<file path="config.mk">
export PLATFORM = sky130hd
export DESIGN_NAME = l2_pseudo_lookup
export DESIGN_NICKNAME = d
export VERILOG_FILES = /design/src/rtl/l2pl_pkg.sv /design/src/rtl/l2pl_mru_table.sv /design/src/rtl/l2pl_meta_pipe.sv /design/src/rtl/l2pl_beat_ctr.sv /design/src/rtl/l2_pseudo_lookup.sv
export SDC_FILE = /design/constraint.sdc
export NUM_CORES = 1
export LEC_CHECK = 0
export BUFFER_PORTS_ARGS = -buffer_cell sky130_fd_sc_hd__buf_2
export CAP_MARGIN = 20
export CORE_MARGIN = 8
export CORE_UTILIZATION = 40
export DETAILED_ROUTE_END_ITERATION = 8
export PLACE_DENSITY = 0.78
export SYNTH_ARGS = -nofsm -noshare
export SYNTH_HDL_FRONTEND = slang
export SYNTH_SLANG_ARGS = --single-unit
</file>
<file path="constraint.sdc">
create_clock -name clk -period 2.6 [get_ports clk]
set_clock_uncertainty 0.05 [all_clocks]
set_input_delay 0.65 -clock clk [delete_from_list [all_inputs] [get_ports clk]]
set_output_delay 0.65 -clock clk [all_outputs]
set_load 0.05 [all_outputs]
</file>
<file path="src/rtl/l2pl_pkg.sv">
package l2pl_pkg;

    localparam int BEAT_W      = 3;
    localparam int LONG_BEATS  = 8;
    localparam int SHORT_BEATS = 4;

    typedef enum logic [2:0] {
        ST_IDLE,
        ST_PROBE,
        ST_STREAM,
        ST_WAIT2,
        ST_RESTART,
        ST_DRAIN
    } lk_state_e;

    // Tracking record for one outstanding SRAM read.
    typedef struct packed {
        logic valid;
        logic gen;     // 1 for reads issued after a restart
        logic first;   // read that carries the predicted way's tag
        logic second;  // read that carries the other way's tag
    } rd_tag_t;

    function automatic logic [BEAT_W-1:0] beats_last(input logic long_line);
        return long_line ? BEAT_W'(LONG_BEATS - 1) : BEAT_W'(SHORT_BEATS - 1);
    endfunction

    function automatic logic [BEAT_W-1:0] wrap_beat(input logic [BEAT_W-1:0] crit,
                                                     input logic [BEAT_W-1:0] ofs,
                                                     input logic long_line);
        return (crit + ofs) & beats_last(long_line);
    endfunction

endpackage

</file>
<file path="src/rtl/l2pl_mru_table.sv">
module l2pl_mru_table #(
    parameter int SET_W = 4
) (
    input  logic             clk,
    input  logic             rst,
    input  logic [SET_W-1:0] rd_set,
    output logic             rd_way,
    input  logic             wr_en,
    input  logic [SET_W-1:0] wr_set,
    input  logic             wr_way
);
    localparam int SETS = 1 << SET_W;

    logic [SETS-1:0] way_bits;

    always_ff @(posedge clk) begin
        if (rst) begin
            way_bits <= '0;
        end else if (wr_en) begin
            way_bits[wr_set] <= wr_way;
        end
    end

    assign rd_way = way_bits[rd_set];

endmodule

</file>
<file path="src/rtl/l2pl_meta_pipe.sv">
module l2pl_meta_pipe
    import l2pl_pkg::*;
#(
    parameter int RD_LAT = 2
) (
    input  logic    clk,
    input  logic    rst,
    input  rd_tag_t in_meta,
    output rd_tag_t out_meta,
    output logic    inflight
);
    rd_tag_t stg [RD_LAT];

    always_ff @(posedge clk) begin
        if (rst) begin
            for (int i = 0; i < RD_LAT; i++) stg[i] <= '0;
        end else begin
            stg[0] <= in_meta;
            for (int i = 1; i < RD_LAT; i++) stg[i] <= stg[i-1];
        end
    end

    always_comb begin
        inflight = 1'b0;
        for (int i = 0; i < RD_LAT; i++) inflight = inflight | stg[i].valid;
    end

    assign out_meta = stg[RD_LAT-1];

endmodule

</file>
<file path="src/rtl/l2pl_beat_ctr.sv">
module l2pl_beat_ctr
    import l2pl_pkg::*;
(
    input  logic            clk,
    input  logic            rst,
    input  logic            clear,
    input  logic            step,
    output logic [BEAT_W:0] count
);
    always_ff @(posedge clk) begin
        if (rst || clear) begin
            count <= '0;
        end else if (step) begin
            count <= count + 1'b1;
        end
    end
endmodule

</file>
<file path="src/rtl/l2_pseudo_lookup.sv">
module l2_pseudo_lookup
    import l2pl_pkg::*;
#(
    parameter int TAG_W  = 8,
    parameter int SET_W  = 4,
    parameter int DATA_W = 128,
    parameter int RD_LAT = 2
) (
    input  logic              clk,
    input  logic              rst,
    input  logic              req_valid,
    input  logic [TAG_W-1:0]  req_tag,
    input  logic [SET_W-1:0]  req_set,
    input  logic [2:0]        req_crit,
    input  logic              req_long,
    output logic              busy,
    output logic              sram_rd,
    output logic [SET_W-1:0]  sram_set,
    output logic [2:0]        sram_beat,
    output logic              sram_dway,
    output logic              sram_tway,
    input  logic [DATA_W-1:0] sram_rdata,
    input  logic [TAG_W-1:0]  sram_rtag,
    output logic              rsp_valid,
    output logic [DATA_W-1:0] rsp_data,
    output logic              rsp_last,
    output logic              rsp_way,
    output logic              miss
);
    lk_state_e          state_q, state_d;
    logic [TAG_W-1:0]   tag_q;
    logic [SET_W-1:0]   set_q;
    logic [BEAT_W-1:0]  crit_q;
    logic               long_q;
    logic               pred_q;
    logic               mru_way;

    logic [BEAT_W:0]    iss_cnt, dlv_cnt, n_beats;
    logic               accept, issuing, deliver, dlv_last;
    logic               tag_hit, restart_go, miss_go;
    rd_tag_t            in_meta, ret;
    logic               inflight;

    assign accept  = req_valid && (state_q == ST_IDLE);
    assign busy    = (state_q != ST_IDLE);
    assign n_beats = {1'b0, beats_last(long_q)} + 1'b1;

    // Read issue
    always_comb begin
        issuing = ((state_q == ST_PROBE) || (state_q == ST_STREAM) ||
                   (state_q == ST_RESTART)) && (iss_cnt != n_beats);
        in_meta.valid  = issuing;
        in_meta.gen    = (state_q == ST_RESTART);
        in_meta.first  = issuing && !in_meta.gen && (iss_cnt == '0);
        in_meta.second = issuing && !in_meta.gen && (iss_cnt == (BEAT_W+1)'(1));
    end

    assign sram_rd   = issuing;
    assign sram_set  = set_q;
    assign sram_beat = wrap_beat(crit_q, iss_cnt[BEAT_W-1:0], long_q);
    assign sram_dway = (state_q == ST_RESTART) ? ~pred_q : pred_q;
    assign sram_tway = ((state_q != ST_RESTART) && (iss_cnt == (BEAT_W+1)'(1))) ? ~pred_q : pred_q;

    // Return handling
    assign tag_hit    = (sram_rtag == tag_q);
    assign dlv_last   = (dlv_cnt == {1'b0, beats_last(long_q)});
    assign restart_go = (state_q == ST_WAIT2) && ret.valid && ret.second && tag_hit;
    assign miss_go    = (state_q == ST_WAIT2) && ret.valid && ret.second && !tag_hit;

    always_comb begin
        deliver = 1'b0;
        if (ret.valid) begin
            unique case (state_q)
                ST_PROBE:   deliver = ret.first && tag_hit;
                ST_STREAM:  deliver = !ret.gen;
                ST_RESTART: deliver = ret.gen;
                default:    deliver = 1'b0;
            endcase
        end
    end

    always_comb begin
        state_d = state_q;
        unique case (state_q)
            ST_IDLE:    if (accept) state_d = ST_PROBE;
            ST_PROBE:   if (ret.valid && ret.first) state_d = tag_hit ? ST_STREAM : ST_WAIT2;
            ST_STREAM:  if (deliver && dlv_last) state_d = ST_IDLE;
            ST_WAIT2:   if (restart_go) state_d = ST_RESTART;
                        else if (miss_go) state_d = ST_DRAIN;
            ST_RESTART: if (deliver && dlv_last) state_d = ST_IDLE;
            ST_DRAIN:   if (!inflight) state_d = ST_IDLE;
            default:    state_d = ST_IDLE;
        endcase
    end

    always_ff @(posedge clk) begin
        if (rst) begin
            state_q   <= ST_IDLE;
            tag_q     <= '0;
            set_q     <= '0;
            crit_q    <= '0;
            long_q    <= 1'b0;
            pred_q    <= 1'b0;
            rsp_valid <= 1'b0;
            rsp_data  <= '0;
            rsp_last  <= 1'b0;
            rsp_way   <= 1'b0;
            miss      <= 1'b0;
        end else begin
            state_q <= state_d;
            if (accept) begin
                tag_q  <= req_tag;
                set_q  <= req_set;
                crit_q <= req_long ? req_crit : {1'b0, req_crit[1:0]};
                long_q <= req_long;
                pred_q <= mru_way;
            end
            rsp_valid <= deliver;
            rsp_data  <= sram_rdata;
            rsp_last  <= deliver && dlv_last;
            rsp_way   <= (state_q == ST_RESTART) ? ~pred_q : pred_q;
            miss      <= miss_go;
        end
    end

    l2pl_mru_table #(.SET_W(SET_W)) u_mru (
        .clk    (clk),
        .rst    (rst),
        .rd_set (req_set),
        .rd_way (mru_way),
        .wr_en  (restart_go),
        .wr_set (set_q),
        .wr_way (~pred_q)
    );

    l2pl_meta_pipe #(.RD_LAT(RD_LAT)) u_pipe (
        .clk      (clk),
        .rst      (rst),
        .in_meta  (in_meta),
        .out_meta (ret),
        .inflight (inflight)
    );

    l2pl_beat_ctr u_iss_ctr (
        .clk   (clk),
        .rst   (rst),
        .clear (accept || restart_go),
        .step  (issuing),
        .count (iss_cnt)
    );

    l2pl_beat_ctr u_dlv_ctr (
        .clk   (clk),
        .rst   (rst),
        .clear (accept || restart_go),
        .step  (deliver),
        .count (dlv_cnt)
    );

endmodule

</file>
==> results.md <==
* Hold buffers post-CTS at 0
* DP Wirelength at 14.1 mm
* H-tree depth at 4
* Fin crit share at 97.2%
* Violation count after the first detailed-route iteration at 249
* Max transition margin at 50.3%
* # DRC at 0
* Max FO, Critical Path at 3
* Gate Count Post-Synth at 597
* Max_cap viols at 0
* Min-delay worst type: in2reg
* Total Neg Setup Slack at 0 ns
* N_diodes at 0
* Die Span Y at 141 um
* Post-Synth Simple-Gate Area at 25.5%
* Grt total ovfl at 0
* Initial cell density of the core at 41.0%
* Area of the multi-input gates at 2420 um2
* VDD IR-drop max at 0.000692 V
* Yosys warning count at 0
* Die ar. at 19900 um2
* RSZ-0062 raised after global routing: true
* Worst setup EP type: output port
* Psw at 1.90 mW
* Slew Limit Fails at 0
* Clk_lat worst skew at 0.43 ns
* Crit-path max cell delay at 0.52 ns
* Synth Area in Compound Gates at 4.20%
* Vias in the first global route at 5189
* #FFs+latches synth at 184
* XOR/XNOR Fraction of Synth Area at 2.50%
* Outcome: finished, final reports clean
* Sequential share of power at 46.1%
* Vias/cell at 4.60
* Antenna Nets Post-Route at 0
* Post-synth top flop: dfxtp_1
* CP required at 1.90 ns
* Switching part of the total at 29.2%
* Nets@finish at 1057
* Total of fill cells in the finished design at 1343
* Placer Congestion at 0.857
* Async SR Flop Fraction at 0%
* Synth top area share at 58.9%
* Die width at 141 um
* Core area at 15300 um2
* Post-synthesis net count at 758
* Final Worst Setup Slack at 0.0734 ns
* Minimum clock period at 2.53 ns
* CP Cell Sequence: or3b_2, xnor2_1, clkbuf_4
* Post-synth top cells: dfxtp_1 (184), nor2b_1 (134), nand2_1 (41)
* Post-Synth Adder-Cell Area at 1.32%
* P_int at 4.58 mW
* Comb power frac at 14.6%
* Fraction of layout cells with a size suffix above 1 at 40.7%
* Dpl ws at 0.181 ns
* DR pass1 iterations at 4
* Met2 wire length at 9.19 mm
* WS Path Type: reg2out
* Largest area contributor in the netlist: dfxtp_1
* Clock-pin slew on the worst setup and hold paths at 0.08 ns
* M1 WL at 6.58 mm
* CP Launch Point: state_q[0]
* CP max-delay cell: or3b_2
* Highest routed layer: met4
* Static Leak at 4.10 nW
* Average wire per standard cell at 16.0 um
* Mux share of post-synthesis cell area at 4.80%
* Max Buffers Root-to-Sink at 2
* PortBufs at 297
* Rows at 45
* Hold wc startpoint: sram_rdata[10]
* # IOs at 298
* Main combinational cell family by area after synthesis: simple AND/OR/NAND/NOR gates
* Mean area per synthesized cell at 10.5 um2
* Synth top area cells: dfxtp_1 (59%), nor2b_1 (13%), mux2i_1 (3.4%)
* Overall routing resource usage at 17.4%
* Final WL at 17.9 mm
* Power Density at 749 nW/um2
* Final Hold Fails at 0
* Crit path DAT at 1.83 ns
* First-pass GRT wire length at 27.2 mm
* Via count at 5157
* Initial antenna violation count at 0
* Worst slew pin tran at 0.745 ns
* Placed Area at 8010 um2
* Register area at 3690 um2
* TritonCTS clock tree: yes
* Synthesized cell area at 6250 um2
* Final setup fails at 0
* Met3 routed WL at 1.81 mm
* Sequential element share of the synthesized area at 58.9%
* Final Cell Area at 8650 um2
* Clk network pwr share at 39.2%
* EDFF count, synth at 0
* Launch point of the worst reg-to-reg path: tag_q[0]
* Clock sink total at 184
* Max Fclk at 396 MHz
* Largest net degree at the start of global routing at 66
* Synth cell types at 50
* Cts bufs inserted at 17
* Root Buffer: clkbuf_16
* Setup crit start kind: flop
* Cell with the most instances after synthesis: dfxtp_1
* Layout area overhead at 38.5%
[cell families after synthesis]
logic type / count (synthesis)
muxes: 25
AOI/OAI and AO/OA: 41
adders and majority gates: 6
buffers and inverters: 45
DFF: 184
xor gates and xnor gates: 17
and+or+nand+nor: 279
[cells in the final DEF (no fill, tap or decap), types with 2 or more instances in the layout]
| master | n |
|---|---|
| nor3_1 | 3 |
| a21oi_1 | 21 |
| and2_1 | 2 |
| o21ai_1 | 3 |
| inv_8 | 3 |
| nor2_1 | 30 |
| o31ai_1 | 2 |
| o21ai_0 | 2 |
| mux4_2 | 4 |
| nand2b_1 | 7 |
| nor3b_1 | 2 |
| a21bo_2 | 2 |
| inv_1 | 11 |
| xor2_1 | 10 |
| clkinvlp_4 | 3 |
| dfxtp_1 | 182 |
| xnor2_1 | 5 |
| mux2i_1 | 21 |
| clkbuf_16 | 17 |
| and3_1 | 2 |
| or4_1 | 2 |
| ha_1 | 5 |
| nor4_4 | 2 |
| nor4_1 | 16 |
| nor2b_1 | 134 |
| nand2_1 | 41 |
| inv_6 | 5 |
| buf_12 | 2 |
| buf_6 | 2 |
| nand3_1 | 24 |
| buf_2 | 292 |
| or2_2 | 4 |
| buf_4 | 16 |
[final timing paths]
check / to / slack, ns / cells after the start
worst max-delay path: sram_dway / 0.07 / 3
worst min-delay path: rsp_data[10] / 0.38 / 2
worst max register to register: u_dlv_ctr.count[3] / 0.57 / 5
worst min register to register: u_pipe.stg[0][4] / 0.39 / 1
[per-stage QoR]
stage               hold WS (ns)  std cells  utilization, %  power [mW]
floorplan                  0.364        597               -        3.69
global placement           0.372       1086            52.5        3.98
detailed placement         0.377       1086            52.5        4.00
CTS                        0.362       1119            56.4        6.54
global route               0.356       1120            56.7        6.73
finish                     0.376       1120            56.7        6.48
[layer usage]
metal  vias to the layer above  global-route usage, %
met5                         -                      0
met4                         0                   6.00
met3                        25                   7.77
met2                       213                   30.8
met1                      2374                   17.9
li1                       2545                      -
[final cells by class]
type / count / share of cell area (%)
flip-flops and latches: 184 / 42.6
multi-input cells: 368 / 28.0
repair buffers: 313 / 19.1
clock buffers: 17 / 4.92
well taps: 211 / 3.05
clock inverters: 15 / 1.85
inverters: 12 / 0.520
[flip-flops by register name (all words and copies together), names as in the netlist]
register / count
sram_set: 4
pred_q: 1
crit_q: 3
long_q: 1
rsp_way: 1
state_q: 3
rsp_data: 128
miss: 1
rsp_valid: 1
tag_q: 8
u_iss_ctr.count: 4
rsp_last: 1
u_dlv_ctr.count: 4
u_mru.way_bits: 16
u_pipe.stg: 8
[critical path, delay by kind of cell (launching register included)]
kind	cells	cell delay, ns
and+or+nand+nor	1	0.52
buffers and inverters	1	0.30
xor gates and xnor gates	1	0.27
DFF	1	0.31
[what timing repair did]
item / 4_1_cts / 5_1_grt
resized for setup: 4 / 12
buffers inserted: 1 / 1
pin swaps: 1 / 1
endpoints found under the setup margin: 3 / 4
endpoints found under the hold margin: 0 / 0
[power by group through the flow]
stage	clock network, mW	logic (mW)	registers [mW]
floorplan	0	0.251	3.44
global placement	0	0.934	3.05
detailed placement	0	0.946	3.05
CTS	2.60	0.953	2.99
global route	2.72	1.01	3.00
finish	2.54	0.949	2.99
Power figures use the tool's default switching activity.
